### src/rtl/pdwake_pkg.sv
package pdwake_pkg;

  typedef enum logic [2:0] {
    ST_RUN, ST_SLEEP, ST_REG, ST_OSC, ST_PLL, ST_FLASH, ST_RESUME
  } pdw_state_e;

  // cycles of a reference clock (kHz) covering a time in ns, rounded up, at least one
  function automatic int unsigned ns_to_cyc(input int unsigned ns, input int unsigned khz);
    logic [63:0] prod;
    prod = 64'(ns) * 64'(khz);
    prod = (prod + 64'd999_999) / 64'd1_000_000;
    if (prod == 64'd0) prod = 64'd1;
    return prod[31:0];
  endfunction

  function automatic int unsigned max2(input int unsigned a, input int unsigned b);
    return (a > b) ? a : b;
  endfunction

endpackage

### src/rtl/pdw_wake_pick.sv
module pdw_wake_pick #(
  parameter int unsigned N_RX  = 3,
  parameter int unsigned N_INT = 2,
  localparam int unsigned RXW  = (N_RX  > 1) ? $clog2(N_RX)  : 1,
  localparam int unsigned INW  = (N_INT > 1) ? $clog2(N_INT) : 1
) (
  input  logic             clk,
  input  logic             rst_n,
  input  logic             src_rx,
  input  logic [RXW-1:0]   rx_sel,
  input  logic [INW-1:0]   int_sel,
  input  logic [N_RX-1:0]  rx_pins,
  input  logic [N_INT-1:0] int_pins,
  output logic             wake_lvl
);
  logic rx_lvl, int_lvl, raw_lvl;
  logic sync1;

  // out-of-range receive codes fall back to input 0
  always_comb begin
    rx_lvl  = (32'(rx_sel) < N_RX)   ? rx_pins[rx_sel]   : rx_pins[0];
    int_lvl = (32'(int_sel) < N_INT) ? int_pins[int_sel] : int_pins[0];
    raw_lvl = src_rx ? rx_lvl : int_lvl;
  end

  always_ff @(posedge clk or negedge rst_n) begin
    if (!rst_n) begin
      sync1    <= 1'b1;
      wake_lvl <= 1'b1;
    end else begin
      sync1    <= raw_lvl;
      wake_lvl <= sync1;
    end
  end
endmodule

### src/rtl/pdw_lowfilt.sv
module pdw_lowfilt #(
  parameter int unsigned FILT_CYC = 5,
  localparam int unsigned CW = $clog2(FILT_CYC + 1)
) (
  input  logic clk,
  input  logic rst_n,
  input  logic arm,
  input  logic lvl,
  output logic wake_evt
);
  logic [CW-1:0] low_cnt;

  always_ff @(posedge clk or negedge rst_n) begin
    if (!rst_n)                          low_cnt <= '0;
    else if (!arm || lvl)                low_cnt <= '0;
    else if (low_cnt != CW'(FILT_CYC))   low_cnt <= low_cnt + 1'b1;
  end

  assign wake_evt = arm && !lvl && (low_cnt == CW'(FILT_CYC - 1));

  generate
    if (FILT_CYC >= 2) begin : g_chk
      p_evt_low_run_r3: assert property (@(posedge clk) disable iff (!rst_n)
        wake_evt |-> (!lvl && $past(!lvl) && $past(arm)));
    end
  endgenerate
endmodule

### src/rtl/pdw_fsm.sv
module pdw_fsm
  import pdwake_pkg::*;
#(
  parameter int unsigned REG_CYC   = 50,
  parameter int unsigned OSC_CYC   = 25,
  parameter int unsigned PLL_CYC   = 75,
  parameter int unsigned FLASH_CYC = 40,
  localparam int unsigned MAXC = max2(max2(REG_CYC, OSC_CYC), max2(PLL_CYC, FLASH_CYC)),
  localparam int unsigned CW   = $clog2(MAXC + 1)
) (
  input  logic       clk,
  input  logic       rst_n,
  input  logic       pd_req,
  input  logic       cfg_src_rx,
  input  logic [1:0] cfg_rx_sel,
  input  logic       cfg_int_sel,
  input  logic       cfg_wake_rst,
  input  logic       cfg_ext_osc,
  input  logic       wake_evt,
  output logic       src_rx_q,
  output logic [1:0] rx_sel_q,
  output logic       int_sel_q,
  output logic       arm,
  output logic       reg_en,
  output logic       osc_en,
  output logic       pll_en,
  output logic       port_hold,
  output logic       port_rst,
  output logic       rst_req,
  output logic       cpu_resume,
  output logic       irq_block
);
  pdw_state_e    state;
  logic [CW-1:0] cnt;
  logic          mode_q, ext_q;
  logic          wait_done;

  assign wait_done = (cnt == '0);

  always_ff @(posedge clk or negedge rst_n) begin
    if (!rst_n) begin
      state     <= ST_RUN;
      cnt       <= '0;
      mode_q    <= 1'b0;
      ext_q     <= 1'b0;
      src_rx_q  <= 1'b0;
      rx_sel_q  <= '0;
      int_sel_q <= 1'b0;
    end else begin
      case (state)
        ST_RUN: if (pd_req) begin
          state     <= ST_SLEEP;
          mode_q    <= cfg_wake_rst;
          ext_q     <= cfg_ext_osc;
          src_rx_q  <= cfg_src_rx;
          rx_sel_q  <= cfg_rx_sel;
          int_sel_q <= cfg_int_sel;
        end
        ST_SLEEP: if (wake_evt) begin
          state <= ST_REG;
          cnt   <= CW'(REG_CYC - 1);
        end
        ST_REG: if (wait_done) begin
          if (ext_q) begin
            state <= ST_PLL;
            cnt   <= CW'(PLL_CYC - 1);
          end else begin
            state <= ST_OSC;
            cnt   <= CW'(OSC_CYC - 1);
          end
        end else cnt <= cnt - 1'b1;
        ST_OSC: if (wait_done) begin
          state <= ST_PLL;
          cnt   <= CW'(PLL_CYC - 1);
        end else cnt <= cnt - 1'b1;
        ST_PLL: if (wait_done) begin
          if (mode_q) begin
            state <= ST_FLASH;
            cnt   <= CW'(FLASH_CYC - 1);
          end else state <= ST_RESUME;
        end else cnt <= cnt - 1'b1;
        ST_FLASH: if (wait_done) state <= ST_RUN;
                  else cnt <= cnt - 1'b1;
        default:  state <= ST_RUN;
      endcase
    end
  end

  always_comb begin
    reg_en     = 1'b1;
    osc_en     = 1'b1;
    pll_en     = 1'b1;
    port_hold  = 1'b0;
    port_rst   = 1'b0;
    rst_req    = 1'b0;
    cpu_resume = 1'b0;
    irq_block  = 1'b1;
    arm        = 1'b0;
    case (state)
      ST_RUN:   irq_block = 1'b0;
      ST_SLEEP: begin
        reg_en = 1'b0; osc_en = 1'b0; pll_en = 1'b0;
        port_hold = 1'b1; arm = 1'b1;
      end
      ST_REG: begin
        osc_en = 1'b0; pll_en = 1'b0;
        port_hold = !mode_q; port_rst = mode_q; rst_req = mode_q;
      end
      ST_OSC: begin
        pll_en = 1'b0;
        port_hold = !mode_q; port_rst = mode_q; rst_req = mode_q;
      end
      ST_PLL: begin
        osc_en = !ext_q;
        port_hold = !mode_q; port_rst = mode_q; rst_req = mode_q;
      end
      ST_FLASH: begin
        osc_en = !ext_q; port_rst = 1'b1; rst_req = 1'b1;
      end
      ST_RESUME: begin
        osc_en = !ext_q; port_hold = 1'b1; cpu_resume = 1'b1;
      end
      default: irq_block = 1'b0;
    endcase
  end

  p_wake_needs_evt_r4: assert property (@(posedge clk) disable iff (!rst_n)
    (state == ST_REG && $past(state) == ST_SLEEP) |-> $past(wake_evt));
  p_resume_single_r8: assert property (@(posedge clk) disable iff (!rst_n)
    cpu_resume |=> !cpu_resume);
  p_resume_after_pll_r8: assert property (@(posedge clk) disable iff (!rst_n)
    cpu_resume |-> ($past(pll_en) && $past(irq_block) && !port_rst));
  p_hold_vs_rst_r7: assert property (@(posedge clk) disable iff (!rst_n)
    !(port_hold && port_rst));
  p_no_int_osc_r6: assert property (@(posedge clk) disable iff (!rst_n)
    (irq_block && ext_q && state != ST_SLEEP) |-> !osc_en);
  p_cfg_frozen_r10: assert property (@(posedge clk) disable iff (!rst_n)
    (state != ST_RUN && $past(state) != ST_RUN) |-> ($stable(mode_q) && $stable(ext_q)));
endmodule

### src/rtl/pdwake_seq.sv
module pdwake_seq
  import pdwake_pkg::*;
#(
  parameter int unsigned REF_KHZ  = 50_000,
  parameter int unsigned FILT_NS  = 100,
  parameter int unsigned REG_NS   = 150_000,
  parameter int unsigned OSC_NS   = 500,
  parameter int unsigned PLL_NS   = 200_000,
  parameter int unsigned FLASH_NS = 160_000
) (
  input  logic       clk,
  input  logic       rst_n,
  input  logic       pd_req,
  input  logic       cfg_src_rx,
  input  logic [1:0] cfg_rx_sel,
  input  logic       cfg_int_sel,
  input  logic       cfg_wake_rst,
  input  logic       cfg_ext_osc,
  input  logic [2:0] rx_pins,
  input  logic [1:0] int_pins,
  output logic       reg_en,
  output logic       osc_en,
  output logic       pll_en,
  output logic       port_hold,
  output logic       port_rst,
  output logic       rst_req,
  output logic       cpu_resume,
  output logic       irq_block
);
  localparam int unsigned FILT_CYC  = ns_to_cyc(FILT_NS,  REF_KHZ);
  localparam int unsigned REG_CYC   = ns_to_cyc(REG_NS,   REF_KHZ);
  localparam int unsigned OSC_CYC   = ns_to_cyc(OSC_NS,   REF_KHZ);
  localparam int unsigned PLL_CYC   = ns_to_cyc(PLL_NS,   REF_KHZ);
  localparam int unsigned FLASH_CYC = ns_to_cyc(FLASH_NS, REF_KHZ);

  logic       src_rx_q, int_sel_q, arm, wake_lvl, wake_evt;
  logic [1:0] rx_sel_q;

  pdw_wake_pick #(.N_RX(3), .N_INT(2)) u_pick (
    .clk(clk), .rst_n(rst_n), .src_rx(src_rx_q), .rx_sel(rx_sel_q),
    .int_sel(int_sel_q), .rx_pins(rx_pins), .int_pins(int_pins),
    .wake_lvl(wake_lvl)
  );

  pdw_lowfilt #(.FILT_CYC(FILT_CYC)) u_filt (
    .clk(clk), .rst_n(rst_n), .arm(arm), .lvl(wake_lvl), .wake_evt(wake_evt)
  );

  pdw_fsm #(
    .REG_CYC(REG_CYC), .OSC_CYC(OSC_CYC), .PLL_CYC(PLL_CYC), .FLASH_CYC(FLASH_CYC)
  ) u_fsm (
    .clk(clk), .rst_n(rst_n), .pd_req(pd_req),
    .cfg_src_rx(cfg_src_rx), .cfg_rx_sel(cfg_rx_sel), .cfg_int_sel(cfg_int_sel),
    .cfg_wake_rst(cfg_wake_rst), .cfg_ext_osc(cfg_ext_osc), .wake_evt(wake_evt),
    .src_rx_q(src_rx_q), .rx_sel_q(rx_sel_q), .int_sel_q(int_sel_q), .arm(arm),
    .reg_en(reg_en), .osc_en(osc_en), .pll_en(pll_en), .port_hold(port_hold),
    .port_rst(port_rst), .rst_req(rst_req), .cpu_resume(cpu_resume),
    .irq_block(irq_block)
  );

  p_sleep_outputs_r1: assert property (@(posedge clk) disable iff (!rst_n)
    ($past(!irq_block) && $past(pd_req)) |-> (!reg_en && !pll_en && port_hold && irq_block));
endmodule

### config.mk
export PLATFORM = sky130hd
export DESIGN_NAME = pdwake_seq
export DESIGN_NICKNAME = d
export VERILOG_FILES = /design/src/rtl/pdwake_pkg.sv /design/src/rtl/pdw_wake_pick.sv /design/src/rtl/pdw_lowfilt.sv /design/src/rtl/pdw_fsm.sv /design/src/rtl/pdwake_seq.sv
export SDC_FILE = /design/constraint.sdc
export NUM_CORES = 1
export LEC_CHECK = 0
export ABC_AREA = 1
export BUFFER_PORTS_ARGS = -buffer_cell sky130_fd_sc_hd__clkbuf_2
export CAP_MARGIN = 20
export CORE_MARGIN = 1.5
export CORE_UTILIZATION = 40
export CTS_CLUSTER_DIAMETER = 100
export DETAILED_ROUTE_END_ITERATION = 10
export GPL_ROUTABILITY_DRIVEN = 0
export PLACE_DENSITY = 0.56
export SLEW_MARGIN = 10
export SYNTH_ARGS = -nofsm -noshare
export SYNTH_HDL_FRONTEND = slang
export SYNTH_SLANG_ARGS = --single-unit
### constraint.sdc
create_clock -name clk -period 2.1 [get_ports clk]
set_input_delay 0.21 -clock clk [delete_from_list [all_inputs] [get_ports clk]]
set_output_delay 0.21 -clock clk [all_outputs]
set_load 0.05 [all_outputs]
# Word level (Yosys, flattened, before mapping)

Index checks and enable logic that the tools add are counted.

Memories kept: 0
ROM bits: 0
Output and inout bits: 8
Latch bits: 0
Register bits: 28
RAM bits: 0

Magnitude comparators: 3
Bitwise gates (word level): 0
Multipliers: 0
Eq/ne operators: 16
Reduce and logical (&&, ||, !) cells: 20
Add/subtract/negate cells: 2
Divide/modulo/power cells: 0
Muxes and demuxes: 33
Shifts and indexed selects: 0

Operators by type and width:

| operator                                              | number |
|---|---|
| 2-to-1 mux 14 bit                                     | 7 |
| case mux 14 bit (5 select lines)                      | 1 |
| 2-to-1 mux 3 bit                                      | 9 |
| case mux 3 bit (6 select lines)                       | 1 |
| zero test 14 bit                                      | 1 |
| subtractor 14 x 1 -> 14 bit, second input constant    | 1 |
| equality test 3 bit, second input constant            | 4 |
| 2-to-1 mux 1 bit                                      | 10 |
| OR reduction 3 bit                                    | 3 |
| inequality test 2 x 1 -> 1 bit, second input constant | 4 |
| equality test 3 x 2 -> 1 bit, second input constant   | 2 |
| inequality test 2 bit, second input constant          | 3 |
| case mux 1 bit (2 select lines)                       | 3 |
| AND reduction 6 bit                                   | 1 |
| OR reduction 6 bit                                    | 1 |
| nonzero test 5 bit                                    | 1 |
| zero test 1 bit                                       | 4 |
| AND reduction 4 bit                                   | 1 |
| OR reduction 2 bit                                    | 2 |
| adder 3 x 1 -> 3 bit, second input constant           | 1 |
| equality test 3 x 1 -> 1 bit, second input constant   | 1 |
| zero test 3 bit                                       | 1 |
| < comparator 2 x 3 -> 1 bit, second input constant    | 1 |
| inequality test 3 x 2 -> 1 bit, second input constant | 1 |
| 9 further kinds                                       | 10 |

# Longest topological paths before layout

Depth after elaboration: 6
Depth in mapped cells: 13
Gate-level depth less buffers: 12

# Modules after synthesis

A second synthesis with hierarchy kept.

Cells, all modules: 269
Area total of the unflattened synthesis: 1844.3 µm²

Modules (own cells, without submodules):

| module        | seq. area each (µm²) | cells each | instances | area each (µm²) |
|---|---|---|---|---|
| pdw_fsm       | 575.6                | 224        | 1         | 1525.2 |
| pdw_lowfilt   | 75.1                 | 30         | 1         | 211.5 |
| pdw_wake_pick | 52.6                 | 15         | 1         | 107.6 |

# Worst setup path before layout

No wires, ideal clock.

Path kind: reg2out
Start point: register u_fsm.state[2]
End point: output rst_req
Path buffers: 1
Path slack: -420 ps
Cell stages (with the launch flop): 7
Arrival: 2310 ps
Cell sequence: dfrtp_1 > inv_2 > nand3_1 > nand2_2 > nor2_4 > o21ai_0 > buf_4

Cells in the longest elaborated chain, start to end: 3

Ends and longest elaborated chain:

| item                                                                       | RTL line         | text |
|---|---|---|
| start: declaration                                                         | pdw_fsm.sv:33    | `pdw_state_e state;` |
| start signal: assignment                                                   | pdw_fsm.sv:42    | `state <= ST_RUN;` |
| start signal: assignment                                                   | pdw_fsm.sv:52    | `state <= ST_SLEEP;` |
| start signal: assignment                                                   | pdw_fsm.sv:60    | `state <= ST_REG;` |
| equality test 3 x 2 -> 1 bit / equality test 3 bit (equally long branches) | -                |  |
| OR reduction 3 bit (no source line)                                        | -                |  |
| case mux 1 bit (2 select lines) *                                          | -                |  |
| end: declaration                                                           | pdwake_seq.sv:26 | `output logic rst_req,` |

Mark *: on every way between the ends. The rest lies on a longest branch, timed or not.

# Final worst setup path

Start point: register u_fsm.cnt[0]
End point: register u_fsm.cnt[9]

Cells in the longest elaborated chain, start to end: 3

Ends and longest elaborated chain:

| item                                                                           | RTL line      | text |
|---|---|---|
| start: declaration                                                             | pdw_fsm.sv:34 | `logic [CW-1:0] cnt;` |
| start signal: assignment                                                       | pdw_fsm.sv:61 | `cnt <= CW'(REG_CYC - 1);` |
| start signal: assignment                                                       | pdw_fsm.sv:66 | `cnt <= CW'(PLL_CYC - 1);` |
| start signal: assignment                                                       | pdw_fsm.sv:69 | `cnt <= CW'(OSC_CYC - 1);` |
| subtractor 14 x 1 -> 14 bit / zero test 14 bit (equally long branches)         | -             |  |
| 2-to-1 mux 14 bit, or another cell as far along                                | pdw_fsm.sv:82 | `ST_FLASH: if (wait_done) state <= ST_RUN;` |
| case mux 14 bit (5 select lines) / AND reduction 4 bit (equally long branches) | -             |  |

Several ways; a longest one is shown, not always the timed one. The select of a mux whose other input is x is not followed.
A chain may end at the register's enable or synchronous reset.

==> summary.txt <==
Floorplanning
  • Placeable core region: 0.00444 mm²
  • Row count: 24
  • Die Y: 71.6 µm
  • Die span in x: 71.6 µm
  • Starting density of the core: 0.423
  • Die Area: 0.00512 mm²
  • I/O pin total: 22

Power and ir drop
  • Leak Pwr: 1.22 nW
  • Max IR drop VDD: 0.831 mV
  • P per Cell Area: 1620 mW/mm²

Worst setup path
  • Critical path data arrival time: 2070 ps
  • Kind of critical path: reg -> reg
  • Crit end category: flop
  • Category of cells accounting for the largest share of critical-path delay: simple AND/OR/NAND/NOR gates
  • Cell seen most often among critical-path stages: sky130_fd_sc_hd__nand2_1
  • Crit path max fanout: 8
  • Slowest cell delay on critical path: 410 ps
  • Cell Chain, Critical Path: inv_1 -> ha_1 -> nand2_2 -> nor2_4 -> nand2_4 -> buf_4 -> a21oi_1 -> nand2_1 -> nand2_1 -> nand2_1 -> nand2_1 -> nand2_1
  • Bufs and invs on worst path: 2
  • Startpoint Class: flop
  • Required time of the critical path: 2280 ps
  • Cell at the slowest stage of the critical path: sky130_fd_sc_hd__dfrtp_1

Synthesis
  • Cell Area, Synth: 0.00188 mm²
  • Cell type with the largest total area after synthesis: sky130_fd_sc_hd__dfrtp_1
  • Main area contributors after synthesis: sky130_fd_sc_hd__dfrtp_1 (35%), sky130_fd_sc_hd__nand2_1 (16%), sky130_fd_sc_hd__inv_1 (8.2%), sky130_fd_sc_hd__nand3_1 (5.9%), sky130_fd_sc_hd__nor2_1 (5.6%)
  • Count of distinct cell types in the synthesized netlist: 28
  • Net count after synthesis: 289
  • Post-synthesis sequential area ratio: 0.374
  • Total of flip-flops plus latches after synthesis: 28
  • Gate count of the mapped netlist: 271
  • Average footprint of a synthesized cell: 6.94 µm²
  • Count of warnings emitted by yosys: 0
  • Yosys top cell area share: 0.346

Timing
  • Maximum operating frequency: 0.527 GHz
  • Slew @ Worst Pin: 716 ps
  • Portion of the clock cycle consumed by the worst path in the final layout: 0.903
  • Worst Skew: 7.33 ps
  • Number of hold-slack violations in the final timing report: 0
  • Final worst path period need: 1900 ps
  • Setup TNS Final: 0 ps
  • Unrepaired setup endpoints after global routing: false
  • Final slew viol count: 0
  • Relative max-transition margin: 0.522
  • Final Worst Setup Slack: 204 ps
  • Number of setup violations in the final report: 0

CTS
  • CTS H-tree lvls: 1
  • Clock root buffer: sky130_fd_sc_hd__clkbuf_8
  • Clock tree from TritonCTS: built
  • Cts bufs inserted: 3
  • Post-CTS clock slew at the launch and capture registers of the worst setup and hold paths: 110 ps
  • Clock Latency Late Sink: 280 ps
  • Number of sinks driven by the clock tree: 28
  • Deepest clock path buffer count: 2

Cells and area
  • Area taken by flip-flops and latches: 703 µm²
  • Layout fillers: 457
  • Synthesis-to-layout area growth: 14.6%
  • Area used by multi-input combinational logic: 988 µm²
  • Antenna Cells: 0
  • Layout cells sized above 1: 0.180
  • Number of nets in the layout: 319

Status
  • Run status: finished, final reports clean

Global route
  • Global-route wire length before repair: 7.24 mm
  • Total track usage: 0.179
  • Largest net degree at the start of global routing: 29
  • Antenna violations before repair: 0
  • Vias in the first global route: 1,608
  • Grt total ovfl: 0

Placed design
  • Number of buffers added on ports: 21
  • Half-perimeter wire length of the detailed placement result: 3.21 mm
  • Post-placement setup slack: 42.9 ps

Route
  • Routed Antenna Nets: 0
  • Detailed-routing iteration count for the pre-antenna-repair pass: 5
  • Drt via density: 4.78
  • Post-detailed-route wirelength per cell: 11.7 µm
  • DR vias: 1,683
  • DRC: 0
  • Total detailed-routing wirelength: 4.13 mm
  • Number of DRC markers after the initial detailed-route iteration: 75

Job
  • Number of max-capacitance violations reported: 0

Min path
  • Kind of path behind the tightest hold check: in -> reg
-- final timing paths --
path                                     startpoint                     endpoint  slack, ps  cells past startpoint
max                        u_fsm.cnt[0]$_DFFE_PN0P_     u_fsm.cnt[9]$_DFFE_PN0P_        200                     12
max in group asynchronous                     rst_n    u_fsm.cnt[13]$_DFFE_PN0P_       1140                      2
min reg2reg                  u_pick.sync1$_DFF_PN1_    u_pick.wake_lvl$_DFF_PN1_        360                      0
max reg2reg                u_fsm.cnt[0]$_DFFE_PN0P_     u_fsm.cnt[9]$_DFFE_PN0P_        200                     12
min                                     cfg_int_sel  u_fsm.int_sel_q$_DFFE_PN0P_        160                      2
min in group asynchronous                     rst_n     u_fsm.cnt[4]$_DFFE_PN0P_        500                      2
-- per-layer routing --
metal	part of all wire	track usage
met3	0.033	0.0323
met2	0.47	0.301
met1	0.49	0.235
met5	0	0
met4	0.015	0.0524
-- cell families (layout without fill, tap and decap cells) --
logic type | after synthesis | in the layout | synth area share
compound gates | 36 | 36 | 0.107
buf+inv | 47 | 76 | 0.103
simple gates | 144 | 144 | 0.327
xor+xnor | 7 | 7 | 0.0326
fa+ha+maj | 4 | 4 | 0.0266
flops | 28 | 28 | 0.374
mux | 5 | 5 | 0.0293
-- area by class of cell --
cell class,instances,area share
clock buffer,3,0.0192
clock inverter,1,0.0139
inverter,44,0.0778
multi-input combinational,196,0.459
sequential,28,0.326
tap,52,0.0302
timing repair buffer,28,0.0743
-- cells in the final DEF (no fill, tap or decap), types with 6 or more instances in the layout --
master and count:
sky130_fd_sc_hd__nand2_1 81, sky130_fd_sc_hd__inv_1 41, sky130_fd_sc_hd__nor2_1 28, sky130_fd_sc_hd__dfrtp_1 26, sky130_fd_sc_hd__nand3_1 22, sky130_fd_sc_hd__clkbuf_2 21, sky130_fd_sc_hd__o21ai_0 17, sky130_fd_sc_hd__a21oi_1 10
sky130_fd_sc_hd__buf_4 6
-- power breakdown --
part	internal (mW)	switching [mW]	total, mW
Clock	0.255	0.181	0.436
Combinational	0.628	1.51	2.14
Sequential	0.760	0.155	0.915
-- registers in the layout (all words and copies together) (netlist names) --
register / cells
u_filt.low_cnt: 3
u_fsm.cnt: 14
u_fsm.ext_q: 1
u_fsm.int_sel_q: 1
u_fsm.mode_q: 1
u_fsm.rx_sel_q: 2
u_fsm.src_rx_q: 1
u_fsm.state: 3
u_pick.sync1: 1
u_pick.wake_lvl: 1
-- metrics by stage --
step                cells   util  total power [mW]  hold WS [ps]  cell area [µm²]
floorplan             271      -              2.64         -85.6             1880
global placement      345  0.462              3.06           301             2050
detailed placement    345  0.462              3.06           309             2050
CTS                   350  0.481              3.52           148             2140
global route          352  0.485              3.83           144             2160
finish                352  0.485              3.49           155             2160
-- what timing repair did --
item | 4_1_cts | 5_1_grt
resized for setup | 0 | 1
hold buffers | 1 | 0
hold endpoints to repair | 14 | 0
endpoints found under the setup margin | 0 | 14
buffers inserted | 0 | 2
-- cell usage after synthesis (all sizes together) --
cell type   n
nand2      86
inv        44
nor2       34
dfrtp      26
nand3      22
o21ai      22
a21oi      12
xor2        5
ha          4
mux2        4
buf         3
dfstp       2
xnor2       2
mux2i       1
nand4       1
o211ai      1
o221ai      1
or2         1
(Power assumes the default switching activity.)
